==> config.mk <==
export PLATFORM = sky130hd
export DESIGN_NAME = dma_burst_seq
export DESIGN_NICKNAME = d
export VERILOG_FILES = /design/src/rtl/dma_burst_seq.sv
export SDC_FILE = /design/constraint.sdc
export NUM_CORES = 1
export LEC_CHECK = 0
export ABC_AREA = 1
export BUFFER_PORTS_ARGS = -buffer_cell sky130_fd_sc_hd__clkbuf_2
export CORE_ASPECT_RATIO = 0.8
export CORE_MARGIN = 5
export CORE_UTILIZATION = 51
export CTS_CLUSTER_DIAMETER = 200
export DETAILED_ROUTE_END_ITERATION = 8
export PLACE_DENSITY_LB_ADDON = 0.05
export SLEW_MARGIN = 15
export SYNTH_ARGS = -nofsm -noshare
export SYNTH_HDL_FRONTEND = slang
export SYNTH_SLANG_ARGS = --single-unit
==> constraint.sdc <==
create_clock -name clk -period 1.5 [get_ports clk]
set_input_delay 0.225 -clock clk [delete_from_list [all_inputs] [get_ports clk]]
set_output_delay 0.225 -clock clk [all_outputs]
set_load 0.005 [all_outputs]
==> src/rtl/dma_burst_seq.sv <==
module dma_burst_seq #(
  parameter int BW = 5,
  parameter int XW = 16
) (
  input  logic          clk,
  input  logic          rst_n,
  input  logic          trig_i,
  input  logic [BW-1:0] cfg_burst_m1_i,
  input  logic [XW-1:0] cfg_xfer_m1_i,
  input  logic          cfg_oneshot_i,
  input  logic          cfg_irq_en_i,
  input  logic          cfg_irq_end_i,
  input  logic          bus_gnt_i,
  output logic          bus_req_o,
  output logic          word_mv_o,
  output logic          burst_done_o,
  output logic          xfer_done_o,
  output logic          irq_o
);
  typedef enum logic [1:0] {IDLE, WAIT, REQ, MOVE} st_t;

  st_t           st_q;
  logic          pend_q, os_q, ien_q, iend_q;
  logic [BW-1:0] blen_q, wcnt_q;
  logic [XW-1:0] left_q;

  wire start     = pend_q && st_q == IDLE;
  wire consume   = pend_q && (st_q == IDLE || st_q == WAIT);
  wire last_word = st_q == MOVE && wcnt_q == '0;
  wire last_bst  = left_q == '0;

  assign bus_req_o    = st_q == REQ || st_q == MOVE;
  assign word_mv_o    = st_q == MOVE;
  assign burst_done_o = last_word;
  assign xfer_done_o  = last_word && last_bst;
  assign irq_o        = (start && cfg_irq_en_i && !cfg_irq_end_i)
                      || (xfer_done_o && ien_q && iend_q);

  always_ff @(posedge clk or negedge rst_n)
    if (!rst_n) pend_q <= 1'b0;
    else        pend_q <= trig_i || (pend_q && !consume);

  always_ff @(posedge clk or negedge rst_n) begin
    if (!rst_n) begin
      st_q   <= IDLE;
      os_q   <= 1'b0;
      ien_q  <= 1'b0;
      iend_q <= 1'b0;
      blen_q <= '0;
      wcnt_q <= '0;
      left_q <= '0;
    end else begin
      case (st_q)
        IDLE: if (start) begin
          blen_q <= cfg_burst_m1_i;
          left_q <= cfg_xfer_m1_i;
          os_q   <= cfg_oneshot_i;
          ien_q  <= cfg_irq_en_i;
          iend_q <= cfg_irq_end_i;
          st_q   <= REQ;
        end
        WAIT: if (pend_q) st_q <= REQ;
        REQ: if (bus_gnt_i) begin
          wcnt_q <= blen_q;
          st_q   <= MOVE;
        end
        MOVE: begin
          if (wcnt_q != '0) wcnt_q <= wcnt_q - 1'b1;
          else if (last_bst) st_q <= IDLE;
          else begin
            left_q <= left_q - 1'b1;
            if (os_q) wcnt_q <= blen_q;
            else      st_q   <= WAIT;
          end
        end
        default: st_q <= IDLE;
      endcase
    end
  end
endmodule


==> impl_metrics.csv, run 1 <==
group,metric,value,unit
global_route,grt.total_usage,22.2,%
synth,synth-seq-cells,32,
die,die_x,81.9,um
critical_path,cpPeakStageDelay,0.40,ns
synth,syn-cell-area,0.00211,mm2
timing,rsz0062_at_grt,"true",
flow_run,maxCapViolations,0,
synth,syn_inst,309,
die,die_h,67.5,um
cts,clockBufferDepth,2,
place,gp_congestion,0.867,
place,port_buffers,32,
global_route,grt_overflow_total,0,
timing,final.setup_skew,0.00690,ns
pwr,p_seq_share,23.0,%
detailed_routing,routed_wl,6090,um
synth,synth_warnings,0,
detailed_routing,wl_per_cell,13.2,um
critical_path,cp-start-kind,"flip-flop",
status,violations,"setup timing",
pwr,p_int,0.00401,W
detailed_routing,final_antenna_net_count,0,
cts,cts.reportedPaths.clkPinSlew,0.07,ns
timing,period_needed,1.74,ns
global_route,grt_antenna_before_repair,0,
synth,synth_edf_count,0,
pwr,p_sw,0.00337,W
critical_path,cp_top_family,"flip-flops",
synth,synthDistinctLibCells,35,
place,place_ws,-0.0158,ns
layout,num-fill-cells,295,
layout,final_common_cell,"nand2_1",
status,run_status,"finished, violations left",
synth,ys_seq_area_share,38.0,%
synth,postSynthAreaPerCell,6.82,um2
global_route,grt_max_degree,33,
die,die_area,0.00552,mm2
cts,clock-sinks,32,
critical_path,arrival,1.51,ns
cts,htree_levels,2,
detailed_routing,first_pass_iters,5,
timing,fin_crit_sh,116,%
pwr,power_frac_comb,67.5,%
cts,cts_root_buf,"clkbuf_8",
die,coreArea,0.00390,mm2
critical_path,path_max_fanout,3,
pwr,p_leak,1.63,nW
synth,synth_nets,340,
timing,relSlewSlack,71.3,%
synth,ys.flop_type,"dfrtp_1",
layout,drive_gt1_share,38.7,%
layout,area_growth,46.7,%
die,io_pins,33,
critical_path,critPathSlowestCell,"dfrtp_1",
die,start_util,54.0,%
detailed_routing,avgViaCountPerCell,5.00,
timing,drv_slew,0,
timing,fmax,576,MHz
detailed_routing,drt-initial-drc-count,206,
cts,cts_tree,"done",
layout,diodes,0,
hold_path,hp-class,"input port to flip-flop",
global_route,grt_pass1_wl,9340,um
die,rows,20,
timing,worst_slack,-0.235,ns
pwr,p_clk_share,9.5,%
layout,layout_common_cells,"nand2_1, buf_4, dfrtp_1, clkbuf_2, inv_1",
detailed_routing,num_vias,2306,
layout,final_nets,436,
pwr,swShare,45.7,%
synth,async_reset_ff_share,100,%
place,dp_hpwl,3920,um
critical_path,crit_chain,"inv_2 > ha_4 > nand3_4 > nor2_4 > nand3_2 > o22ai_2 > buf_2",
timing,worst_slew_pin_slew,0.431,ns
layout,layout.cells.non_filler,461,
critical_path,crit_type,"flip-flop to output port",
cts,cts_buffers,5,
pwr,power.density,2390,mW/mm2
pwr,total_power,0.00739,W
timing,finalHoldViolCount,0,
cts,clock_latency,0.28,ns
timing,setup_viol,19,
critical_path,crit_buf_inv,2,
place,placedCellCount,430,
critical_path,cp_data_required_time,1.27,ns
pwr,max-vdd-ir-drop,1150,uV
timing,finalSetupTns,-1.69,ns
detailed_routing,drc,0,
critical_path,end_kind,"output port",
global_route,grt_pass1_vias,2052,
[flip-flops by register name, summed over array words and instances (netlist names)]
| register | count |
|---|---|
| iend_q | 1 |
| wcnt_q | 5 |
| pend_q | 1 |
| st_q | 2 |
| left_q | 16 |
| blen_q | 5 |
| os_q | 1 |
| ien_q | 1 |
[path summary, 6_finish.rpt]
kind	startpoint	to	depth (start not counted)	slack, ns
min in group asynchronous	rst_n	left_q[2]	3	0.50
worst min-delay path	trig_i	pend_q	2	0.12
worst min register to register	blen_q[3]	blen_q[3]	2	0.48
worst max register to register	left_q[0]	left_q[4]	11	-0.18
max in group asynchronous	rst_n	st_q[1]	3	0.68
worst max-delay path	wcnt_q[0]	irq_o	7	-0.24
[power groups by stage]
| stage | Sequential [W] | Clock [W] | Combinational [W] |
|---|---|---|---|
| after CTS | 0.00167 | 0.000702 | 0.00426 |
| after detailed placement | 0.00168 | 0 | 0.00395 |
| after floorplan | 0.00163 | 0 | 0.00246 |
| final | 0.00170 | 0.000700 | 0.00499 |
| after global placement | 0.00166 | 0 | 0.00391 |
| after global routing | 0.00176 | 0.000761 | 0.00549 |
[timing repair]
action	CTS	global route
hold buffers	1	0
setup endpoints to repair	25	27
pin swaps	7	11
setup buffers	4	18
endpoints found under the hold margin	32	0
resized for setup	23	34
[area by class of cell]
class | instances | area (um2) | area share [%]
multi-input combinational | 244 | 1310 | 42.2
sequential | 32 | 803 | 26.0
tap | 55 | 68.8 | 2.23
timing repair buffer | 96 | 713 | 23.1
inverter | 26 | 108 | 3.48
clock inverter | 2 | 10.0 | 0.324
clock buffer | 6 | 82.6 | 2.67
[through the flow]
step | utilization (%) | hold WS, ns | cell area, um2
floorplan | - | -0.0706 | 2110
global placement | 67.4 | 0.281 | 2630
detailed placement | 67.4 | 0.279 | 2630
CTS | 72.6 | 0.128 | 2830
global route | 79.2 | 0.127 | 3090
finish | 79.2 | 0.124 | 3090
[routing by layer]
layer / vias up / global-route usage [%] / routed length [um]
li1: 1162 / - / -
met1: 1064 / 31.4 / 2910
met2: 71 / 33.5 / 2780
met3: 9 / 5.47 / 334
met4: 0 / 7.05 / 61
met5: - / 0 / 0
[cell usage after synthesis (2+ instances only)]
master | instances | share of area [%]
nand2_1 | 144 | 26
dfrtp_1 | 32 | 38
inv_1 | 23 | 4.1
nor2_1 | 19 | 3.4
o21ai_0 | 19 | 4.5
nand3_1 | 16 | 3.8
nor2_2 | 6 | 1.8
nand2_2 | 5 | 1.5
nand4_1 | 5 | 1.5
buf_6 | 3 | 1.6
ha_1 | 3 | 1.8
nor2_4 | 3 | 1.6
a21oi_1 | 2 | 0.48
buf_2 | 2 | 0.48
clkbuf_1 | 2 | 0.36
nand2_4 | 2 | 1.1
nand3_2 | 2 | 0.95
nand3b_1 | 2 | 0.71
o21ai_1 | 2 | 0.48
xor2_1 | 2 | 0.83
[cell families after synthesis]
family | share of synthesized area (%)
AND/OR/NAND/NOR | 43.7
XOR/XNOR | 1.25
flip-flops | 38.0
AO/OA/AOI/OAI | 7.60
multiplexers | 0.475
buffers and inverters | 7.19
adder cells (fa/ha/maj) | 1.78
No activity file was read; power rests on OpenSTA's default activity.
==> run 2: changes to the inputs <==
--- a/config.mk
+++ b/config.mk
@@ -6,12 +6,12 @@
 export NUM_CORES = 1
 export LEC_CHECK = 0
 export ABC_AREA = 1
-export BUFFER_PORTS_ARGS = -buffer_cell sky130_fd_sc_hd__clkbuf_2
 export CORE_ASPECT_RATIO = 0.8
 export CORE_MARGIN = 5
-export CORE_UTILIZATION = 51
+export CORE_UTILIZATION = 55
 export CTS_CLUSTER_DIAMETER = 200
 export DETAILED_ROUTE_END_ITERATION = 8
+export DONT_BUFFER_PORTS = 1
 export PLACE_DENSITY_LB_ADDON = 0.05
 export SLEW_MARGIN = 15
 export SYNTH_ARGS = -nofsm -noshare
==> run 2 against run 1 <==
  * The run still ends with setup timing left
  * Combinational power decreased by 3%
  * Non-clock buffer count decreased by 43
  * Total power down 2.6%
  * Clock power is 7.3% lower
  * Critical path depth fell by 1
  * Clock skew rose by 0.00088 ns
  * Register-to-register slack hardly changed
  * Sequential share of layout area up 2.2 points
  * Wire length rose by 3.2%
  * Sequential cell count did not move
  * Design area down 7.6%
  * Core utilization shrank 3.1 points
  * Largest power group unchanged
  * Highest routed layer unchanged
==> impl_metrics.csv, run 2 (synthesized netlist as in run 1, its figures left out) <==
group,metric,value,unit
layout,layout_common_cells,"nand2_1, buf_4, dfrtp_1, inv_1",
die,start_util,56.1,%
place,placed_cell_area,0.00243,mm2
timing,rsz0062_at_grt,"true",
global_route,grt.total_usage,24.2,%
detailed_routing,first_pass_iters,8,
timing,final.setup_skew,0.00778,ns
global_route,grt_pass1_vias,2044,
cts,clockBufferDepth,2,
detailed_routing,drt-initial-drc-count,203,
timing,fmax,593,MHz
critical_path,path_max_fanout,3,
detailed_routing,routed_wl,6280,um
global_route,grt_pass1_wl,9670,um
timing,finalHoldViolCount,0,
cts,cts_buffers,5,
global_route,grt-busiest-layer,"met2",
layout,top_register,"left_q",
place,port_buffers,0,
global_route,grt_overflow_total,0,
cts,clock-sinks,32,
timing,worst_slew_pin_slew,0.311,ns
timing,fin_crit_sh,112,%
layout,drive_gt1_share,30.9,%
cts,htree_levels,2,
hold_path,whs_path_depth,1,
pwr,p_seq_share,24.1,%
die,rows,20,
critical_path,cp-start-kind,"flip-flop",
place,dp_hpwl,4030,um
layout,final_common_cell,"nand2_1",
status,run_status,"finished, violations left",
cts,cts_tree,"done",
critical_path,cp_data_required_time,1.27,ns
hold_path,hp-class,"input port to flip-flop",
timing,worst_slack,-0.187,ns
layout,final_cell_area,0.00286,mm2
timing,setup_viol,20,
die,io_pins,33,
place,gp_congestion,0.864,
pwr,total_power,0.00720,W
pwr,power.density,2520,mW/mm2
global_route,use_met3,4.52,%
timing,relSlewSlack,79.1,%
hold_path,hp-start,"trig_i",
layout,top_regs,"left_q: 16 flops, blen_q: 5 flops, wcnt_q: 5 flops",
global_route,use_met2,37.7,%
pwr,p_leak,1.45,nW
critical_path,r2r_end,"left_q[4]",
critical_path,reg2reg_depth,11,
timing,period_needed,1.69,ns
critical_path,end_kind,"output port",
hold_path,holdPathEnd,"pend_q",
cts,cts_root_buf,"clkbuf_8",
flow_run,maxCapViolations,0,
critical_path,r2r_start,"left_q[0]",
layout,final_nets,393,
pwr,p_int,0.00374,W
status,violations,"setup timing",
critical_path,rrSetupSlack,-0.18,ns
detailed_routing,drc,0,
cts,cts.reportedPaths.clkPinSlew,0.07,ns
layout,diodes,0,
pwr,power_frac_comb,66.9,%
global_route,grt_use_met1,33.7,%
detailed_routing,num_vias,2230,
die,coreArea,0.00375,mm2
timing,drv_slew,0,
pwr,p_clk_share,9.0,%
global_route,grt_antenna_before_repair,0,
pwr,swShare,48.1,%
die,die_x,79.2,um
layout,largest_reg_flops,16,
die,die_area,0.00518,mm2
pwr,max-vdd-ir-drop,1400,uV
detailed_routing,final_antenna_net_count,0,
layout,area_growth,35.5,%
critical_path,crit_type,"flip-flop to output port",
layout,final_util,76.1,%
global_route,grt_max_degree,33,
cts,clock_latency,0.29,ns
die,die_h,65.4,um
critical_path,arrival,1.46,ns
detailed_routing,avgViaCountPerCell,5.49,
pwr,p_sw,0.00346,W
detailed_routing,wl_per_cell,15.5,um
==> run 2: through the flow <==
stage | hold WS, ns | cells | worst slack [ns] | setup TNS, ns
finish | 0.0254 | 406 | -0.187 | -2.01
CTS | 0.0233 | 400 | -0.177 | -0.907
global route | 0.0379 | 406 | -0.258 | -3.75
floorplan | -0.0706 | 309 | 0.00512 | 0
global placement | -0.0697 | 385 | -0.00272 | -0.00272
detailed placement | -0.0696 | 385 | -0.0502 | -0.296
==> run 2: metal layers <==
| layer | wire, um | part of all wire, % |
|---|---|---|
| met1 | 2860 | 46 |
| met2 | 2890 | 46 |
| met3 | 382 | 6.1 |
| met4 | 146 | 2.3 |
| met5 | 0 | 0 |
==> run 2: layout make-up <==
| cell class | count | area, um2 |
|---|---|---|
| Multi-Input combinational cell | 244 | 1350 |
| Fill cell | 288 | 898 |
| Sequential cell | 32 | 805 |
| Timing Repair Buffer | 53 | 460 |
| Inverter | 26 | 105 |
| Clock buffer | 6 | 72.6 |
| Tap cell | 44 | 55.1 |
| Clock inverter | 1 | 5.00 |
==> run 2: worst max path at each step <==
stage            endpoint  cells past startpoint  startpoint  slack (ns)
2_1_floorplan  left_q[12]                     12   left_q[0]       0.005
3_3_place_gp        irq_o                      6   wcnt_q[0]      -0.003
3_5_place_dp   left_q[10]                     11   left_q[1]       -0.05
4_1_cts             irq_o                      6   left_q[0]       -0.18
5_1_grt             irq_o                      6   left_q[1]       -0.26
6_report            irq_o                      6   left_q[0]       -0.19
==> run 2: worst max-delay path, cell delays in order, from the launching register on <==
cell and delay, ns:
dfrtp_1 0.41, inv_2 0.09, ha_4 0.14, nand4_1 0.12, nor2_2 0.16, nand3_4 0.12, o22ai_4 0.12
==> run 2: power by group through the flow <==
stage	clock network [W]	registers, W	logic [W]
after floorplan	0	0.00163	0.00246
after global placement	0	0.00168	0.00372
after detailed placement	0	0.00169	0.00382
after CTS	0.000645	0.00169	0.00412
after global routing	0.000707	0.00178	0.00531
final	0.000649	0.00173	0.00482
==> run 2: repair_timing <==
item / 4_1_cts / 5_1_grt
resized for setup: 23 / 38
setup endpoints to repair: 24 / 26
gates cloned: 0 / 0
pin swaps: 8 / 14
endpoints found under the hold margin: 32 / 0
buffers inserted: 6 / 7
hold buffers: 2 / 0
